## config.mk

```make
export PLATFORM = sky130hd
export DESIGN_NAME = tcr_file
export DESIGN_NICKNAME = d
export VERILOG_FILES = /design/src/rtl/tcr_pkg.sv /design/src/rtl/tcr_decode.sv /design/src/rtl/tcr_regbank.sv /design/src/rtl/tcr_file.sv
export SDC_FILE = /design/constraint.sdc
export NUM_CORES = 1
export LEC_CHECK = 0
export BUFFER_PORTS_ARGS = -buffer_cell sky130_fd_sc_hd__buf_2
export CORE_ASPECT_RATIO = 1.4
export CORE_UTILIZATION = 34
export CTS_CLUSTER_SIZE = 30
export DETAILED_ROUTE_END_ITERATION = 8
export GPL_ROUTABILITY_DRIVEN = 0
export PLACE_DENSITY = 0.76
export SLEW_MARGIN = 40
export SYNTH_ARGS = -nofsm -noshare
export SYNTH_HDL_FRONTEND = slang
export SYNTH_SLANG_ARGS = --single-unit
```

## constraint.sdc

```tcl
create_clock -name clk -period 1.9 [get_ports clk]
set_input_delay 0.285 -clock clk [delete_from_list [all_inputs] [get_ports clk]]
set_output_delay 0.285 -clock clk [all_outputs]
set_load 0.03 [all_outputs]
```

## src/rtl/tcr_pkg.sv

```systemverilog
// Package: shared types and constants for the timer control register file.
// Assumes: privilege levels are encoded 0..3, and the trap class is 6 bits wide.
package tcr_pkg;

    localparam int CLASS_W = 6;

    typedef enum logic [1:0] {
        LVL_USER   = 2'd0,
        LVL_KERNEL = 2'd1,
        LVL_HYP    = 2'd2,
        LVL_MON    = 2'd3
    } priv_lvl_e;

    typedef enum logic [1:0] {
        TGT_NONE = 2'd0,
        TGT_HYP  = 2'd1,
        TGT_KERN = 2'd2
    } target_e;

    typedef struct packed {
        logic [1:0] op0;
        logic [2:0] op1;
        logic [3:0] crn;
        logic [3:0] crm;
        logic [2:0] op2;
    } sysreg_enc_t;

    typedef struct packed {
        target_e target;
        logic    undef;
        logic    trap;
    } route_t;

    localparam sysreg_enc_t ENC_HYPCTL  = '{op0: 2'd3, op1: 3'd4, crn: 4'd14, crm: 4'd1, op2: 3'd0};
    localparam sysreg_enc_t ENC_KERNCTL = '{op0: 2'd3, op1: 3'd0, crn: 4'd14, crm: 4'd1, op2: 3'd0};
    localparam logic [CLASS_W-1:0] CLASS_SYSREG_TRAP = 6'h18;

endpackage

```

## src/rtl/tcr_decode.sv

```systemverilog
// Module: tcr_decode
// Combinational permission check and routing for one request. It decides
// which physical register (if any) the access reaches, or whether the access
// is undefined or traps to level 2.
// Assumes: the caller gates the result with its own request strobe.
module tcr_decode
    import tcr_pkg::*;
(
    input  sysreg_enc_t enc,
    input  logic [1:0]  level,
    input  logic        host_mode,
    input  logic        nested_virt,
    input  logic        lvl2_enabled,
    output route_t      route
);

    logic hit_hyp;
    logic hit_kern;
    priv_lvl_e lvl;

    assign hit_hyp  = (enc == ENC_HYPCTL);
    assign hit_kern = (enc == ENC_KERNCTL);
    assign lvl      = priv_lvl_e'(level);

    // Purpose: choose the target register, or the undefined/trap outcome, from encoding and level.
    always_comb begin
        route = '{target: TGT_NONE, undef: 1'b0, trap: 1'b0};
        if (!hit_hyp && !hit_kern) begin
            route.undef = 1'b1;
        end else if (lvl == LVL_USER) begin
            route.undef = 1'b1;
        end else if (hit_hyp) begin
            if (lvl == LVL_KERNEL) begin
                if (lvl2_enabled && nested_virt) route.trap  = 1'b1;
                else                             route.undef = 1'b1;
            end else begin
                route.target = TGT_HYP;
            end
        end else begin
            unique case (lvl)
                LVL_HYP: route.target = host_mode ? TGT_HYP : TGT_KERN;
                default: route.target = TGT_KERN;
            endcase
        end
    end

endmodule

```

## src/rtl/tcr_regbank.sv

```systemverilog
// Module: tcr_regbank
// Storage for the hypervisor and kernel control registers. The write masks
// drop reserved bits. The read ports mask the hypervisor register with the
// layout in force (wide in host mode, narrow otherwise).
// Assumes: at most one of the two write enables is high in a cycle, and
// HOST_KEEP and BASE_KEEP are both below DATA_W.
module tcr_regbank #(
    parameter int DATA_W    = 64,
    parameter int HOST_KEEP = 12,
    parameter int BASE_KEEP = 8,
    parameter int KERN_KEEP = 10
) (
    input  logic              clk,
    input  logic              rst_n,
    input  logic              wr_hyp,
    input  logic              wr_kern,
    input  logic [DATA_W-1:0] wdata,
    input  logic              host_mode,
    output logic [DATA_W-1:0] hyp_rd,
    output logic [DATA_W-1:0] kern_rd
);

    localparam logic [DATA_W-1:0] HOST_MASK = {{(DATA_W-HOST_KEEP){1'b0}}, {HOST_KEEP{1'b1}}};
    localparam logic [DATA_W-1:0] BASE_MASK = {{(DATA_W-BASE_KEEP){1'b0}}, {BASE_KEEP{1'b1}}};

    logic [DATA_W-1:0] hyp_q;
    logic [DATA_W-1:0] kern_q;
    logic [DATA_W-1:0] hyp_mask;
    logic [DATA_W-1:0] kern_mask;

    assign hyp_mask = host_mode ? HOST_MASK : BASE_MASK;

    // Purpose: pick the kernel register mask; a full-width layout needs no mask.
    generate
        if (KERN_KEEP >= DATA_W) begin : g_kern_full
            assign kern_mask = '1;
        end else begin : g_kern_part
            assign kern_mask = {{(DATA_W-KERN_KEEP){1'b0}}, {KERN_KEEP{1'b1}}};
        end
    endgenerate

    // Purpose: hypervisor register; clears on reset (event enable included) and stores masked writes.
    always_ff @(posedge clk) begin
        if (!rst_n)      hyp_q <= '0;
        else if (wr_hyp) hyp_q <= wdata & hyp_mask;
    end

    // Purpose: kernel register; clears on reset and stores masked writes.
    always_ff @(posedge clk) begin
        if (!rst_n)       kern_q <= '0;
        else if (wr_kern) kern_q <= wdata & kern_mask;
    end

    assign hyp_rd  = hyp_q & hyp_mask;
    assign kern_rd = kern_q & kern_mask;

    AST_HYP_HOLD:  assert property (@(posedge clk) disable iff (!rst_n) !wr_hyp |=> $stable(hyp_q));
    AST_KERN_HOLD: assert property (@(posedge clk) disable iff (!rst_n) !wr_kern |=> $stable(kern_q));

endmodule

```

## src/rtl/tcr_file.sv

```systemverilog
// Module: tcr_file (top)
// Takes one-cycle system-register requests aimed at the two timer control
// registers. It decodes them, writes the allowed ones, and returns a
// registered response one cycle later.
// Assumes: requests are single-cycle strobes, and the configuration inputs are
// stable during the cycle a request is presented.
module tcr_file
    import tcr_pkg::*;
#(
    parameter int DATA_W    = 64,
    parameter int HOST_KEEP = 12,
    parameter int BASE_KEEP = 8,
    parameter int KERN_KEEP = 10
) (
    input  logic               clk,
    input  logic               rst_n,
    input  logic               req_valid,
    input  logic               req_write,
    input  logic [1:0]         req_op0,
    input  logic [2:0]         req_op1,
    input  logic [3:0]         req_crn,
    input  logic [3:0]         req_crm,
    input  logic [2:0]         req_op2,
    input  logic [1:0]         req_level,
    input  logic [DATA_W-1:0]  req_wdata,
    input  logic               host_mode,
    input  logic               nested_virt,
    input  logic               lvl2_enabled,
    output logic               rsp_valid,
    output logic [DATA_W-1:0]  rsp_rdata,
    output logic               rsp_undef,
    output logic               rsp_trap,
    output logic [CLASS_W-1:0] rsp_class
);

    localparam int WIDEST_KEEP = (HOST_KEEP > KERN_KEEP) ? HOST_KEEP : KERN_KEEP;

    sysreg_enc_t       enc;
    route_t            route;
    logic              wr_hyp;
    logic              wr_kern;
    logic [DATA_W-1:0] hyp_rd;
    logic [DATA_W-1:0] kern_rd;
    logic [DATA_W-1:0] rd_sel;

    assign enc = '{op0: req_op0, op1: req_op1, crn: req_crn, crm: req_crm, op2: req_op2};

    tcr_decode u_decode (
        .enc          (enc),
        .level        (req_level),
        .host_mode    (host_mode),
        .nested_virt  (nested_virt),
        .lvl2_enabled (lvl2_enabled),
        .route        (route)
    );

    assign wr_hyp  = req_valid && req_write && (route.target == TGT_HYP);
    assign wr_kern = req_valid && req_write && (route.target == TGT_KERN);

    tcr_regbank #(
        .DATA_W    (DATA_W),
        .HOST_KEEP (HOST_KEEP),
        .BASE_KEEP (BASE_KEEP),
        .KERN_KEEP (KERN_KEEP)
    ) u_bank (
        .clk       (clk),
        .rst_n     (rst_n),
        .wr_hyp    (wr_hyp),
        .wr_kern   (wr_kern),
        .wdata     (req_wdata),
        .host_mode (host_mode),
        .hyp_rd    (hyp_rd),
        .kern_rd   (kern_rd)
    );

    // Purpose: select read data; writes and faulting accesses return zero.
    always_comb begin
        rd_sel = '0;
        if (!req_write) begin
            unique case (route.target)
                TGT_HYP:  rd_sel = hyp_rd;
                TGT_KERN: rd_sel = kern_rd;
                default:  rd_sel = '0;
            endcase
        end
    end

    // Purpose: register the response one cycle after the request strobe.
    always_ff @(posedge clk) begin
        if (!rst_n) begin
            rsp_valid <= 1'b0;
            rsp_rdata <= '0;
            rsp_undef <= 1'b0;
            rsp_trap  <= 1'b0;
            rsp_class <= '0;
        end else begin
            rsp_valid <= req_valid;
            rsp_rdata <= req_valid ? rd_sel : '0;
            rsp_undef <= req_valid && route.undef;
            rsp_trap  <= req_valid && route.trap;
            rsp_class <= (req_valid && route.trap) ? CLASS_SYSREG_TRAP : '0;
        end
    end

    AST_RSP_FOLLOWS: assert property (@(posedge clk) disable iff (!rst_n) req_valid |=> rsp_valid);
    AST_RSP_SINGLE:  assert property (@(posedge clk) disable iff (!rst_n) !req_valid |=> !rsp_valid);
    AST_USER_UNDEF:  assert property (@(posedge clk) disable iff (!rst_n)
                         (req_valid && req_level == 2'd0) |=> rsp_undef);
    AST_L1_TRAP:     assert property (@(posedge clk) disable iff (!rst_n)
                         (req_valid && req_level == 2'd1 && enc == ENC_HYPCTL && lvl2_enabled && nested_virt)
                         |=> (rsp_trap && rsp_class == CLASS_SYSREG_TRAP));
    AST_RSVD_ZERO:   assert property (@(posedge clk) disable iff (!rst_n) (rsp_rdata >> WIDEST_KEEP) == '0);
    AST_FAULT_NODATA: assert property (@(posedge clk) disable iff (!rst_n)
                         (rsp_undef || rsp_trap) |-> rsp_rdata == '0);
    AST_FLAGS_EXCL:  assert property (@(posedge clk) disable iff (!rst_n) !(rsp_undef && rsp_trap));
    AST_CLASS_TRAP:  assert property (@(posedge clk) disable iff (!rst_n) !rsp_trap |-> rsp_class == '0);

endmodule

```

==> metrics <==
CTS Root Cell clkbuf_8; Inst Count DP approximately 340; Iteration-0 DRC Markers between 50 and 60; initial antenna violation count 0; flops & latches, synth 37; first-pass GRT wire length around 5700 µm; PnR worst setup slack roughly 0.07 ns; Layout Skew between 0.006 and 0.007 ns; max_cap viols 0; Die ar. 5850 µm²; Achievable Freq roughly 0.55 GHz; share of the synthesized area in the top cell type 39.3%; vias in the first global route ~1.3k; Hold Crit Class in2reg; TritonCTS Buffers 5; # nets final 369; Multi-input gate area approximately 910 µm²; hpwl dp 2590 µm; endpoints failing setup 0; crit start category primary input; Cell variety after synth 30; clock slew at reported path FFs 0.07 ns; count leader, synth buf_4; worst hold start req_level[1]; FP Rows 31; layout cells sized above 1 29.1%; synth-to-layout area growth 17.8%; pwr dens ~740 nW/µm²; synth cell count leaders buf_4, nand2_1, dfxtp_1, a21boi_0, a22oi_1; I/O pin cnt 162; Arrival @ worst endpoint ~2.1 ns; register area share after synthesis around 39%; Synth Flop Type dfxtp_1; Final Core Density 42.4%; WS Path Type in2reg; ranking of synthesized cells by area dfxtp_1, buf_4, nand2_1; fin. max-slew vios 0; Hold Fails Final Rpt 0; largest net degree at the start of global routing 24; Setup WS pre-CTS -0.384 ns; # clock sinks 37; Synth Area in Simple Gates between 10% and 20%; Max FO, Critical Path 10; Post-Layout Cell Count 344; H-Tree Depth 2; Ant. Diodes 0; via/cell ratio between 4 and 5; postcts setup bufs 0; grt total ovfl 0; die width roughly 65 µm; Filler Cells Inserted ~530; xor/xnor cell area share of the yosys netlist 0%; Pleak 0.989 nW; Post-Route WL approximately 3600 µm; multiplexer share of the synthesized area 0%; compound-gate portion of the synthesized area 14.6%; dominant cell type by area after synthesis dfxtp_1; Crit. End Element flip-flop; post-route ant nets 0; Required @ worst endpoint between 2 and 2.5 ns; EDFF count, synth 0; clk_lat worst skew 0.28 ns; CTS tree built; fin crit share between 90 and 100%; FF-to-FF Start u_bank.hyp_q[1]$_SDFFE_PN0P_; maximum vdd drop about 0.36 mV; gr usage total between 10% and 20%; largest family of logic cells by synthesized area buffers and inverters; Final Critical Period around 1.8 ns; First-pass DRT Iterations 4; synth warn 0; Setup crit start req_crm[3]; core area around 5200 µm²; Die Y 90.1 µm; I/O Buffers 53; Initial Util between 30% and 40%; Mean Syn Cell Area between 8 and 9 µm²; Routed WL per cell ~10 µm; Syn Inst Count 218; DRC Markers 0; storage element area between 700 and 800 µm²; total power around 0.0017 W; DR vias around 1.5k; synthesized area 1880 µm²; Max Root-Sink Buffers 2; synthesized-area fraction occupied by adder cells 1.33%; status completed; asr flop ratio synth 0%
## cell families after synthesis
group / Yosys count
fa+ha+maj: 2
compound gates: 37
other cells: 1
buf+inv: 68
flops: 37
simple gates: 73
## state kept, by name (all words and copies together) (netlist names)
signal	count
rsp_rdata	12
u_bank.hyp_q	12
u_bank.kern_q	10
rsp_undef	1
rsp_valid	1
rsp_class	1
## path summary, 6_finish.rpt
path / cells after the start / end / slack, ns
setup / recovery: 7 / rsp_rdata[4]$_SDFF_PP0_ / 0.07
hold / removal: 2 / rsp_class[3]$_SDFF_PN0_ / 0.21
setup reg to reg: 2 / rsp_rdata[1]$_SDFF_PP0_ / 1.23
hold reg to reg: 2 / u_bank.kern_q[9]$_SDFFE_PN0P_ / 0.46
## cells in the final DEF, fill, tap and decap left out, types with 2 or more instances in the layout
cell,count
a21boi_0,17
a21oi_1,2
a22oi_1,12
a32oi_1,2
and4_1,3
and4bb_2,2
buf_12,2
buf_2,53
buf_4,9
clkbuf_8,5
conb_1,56
dfxtp_1,37
ha_2,2
inv_1,2
nand2_1,38
nor2_1,11
nor2b_1,5
nor3_1,2
## final cells by class
class | count | share of cell area (%)
multi-input cells | 168 | 41.1
flip-flops and latches | 37 | 33.4
repair buffers | 64 | 16.8
well taps | 66 | 3.72
clock buffers | 5 | 3.10
clock inverters | 2 | 1.58
inverters | 2 | 0.338
## critical path, cell delays in order
cell     delay [ns]
buf_2          0.11
nor4_4         0.31
nand4_4        0.11
or3_1          0.39
ha_2           0.27
or3_4          0.43
nor2_1         0.14
## where the power goes
group | total [W] | switching, W | internal (W)
sequential | 0.000778 | 0.000000474 | 0.000777
combinational | 0.000232 | 0.000188 | 0.0000444
clock | 0.000641 | 0.000260 | 0.000381
## what timing repair did
item / 4_1_cts / 5_1_grt
endpoints found under the setup margin: 10 / 18
pin swaps: 0 / 0
gates resized for setup: 1 / 5
hold buffers: 0 / 0
gates cloned: 0 / 0
## metal layers
layer	share of wire, %	global-route usage, %	up-vias
met5	0	0	-
met4	2.5	6.67	0
met3	10	3.81	8
met2	51	23.2	89
met1	36	12.1	665
li1	-	-	731
## stage by stage
stage                     area [µm²]  setup TNS, ns  hold WS, ns
after detailed placement        2100          -8.94        0.449
final                           2220              0        0.206
after CTS                       2200              0        0.191
after global placement          2100          -7.51        0.441
after floorplan                 2120          -1.13        0.361
after global routing            2220        -0.0277        0.211
No activity file was read; power rests on OpenSTA's default activity.
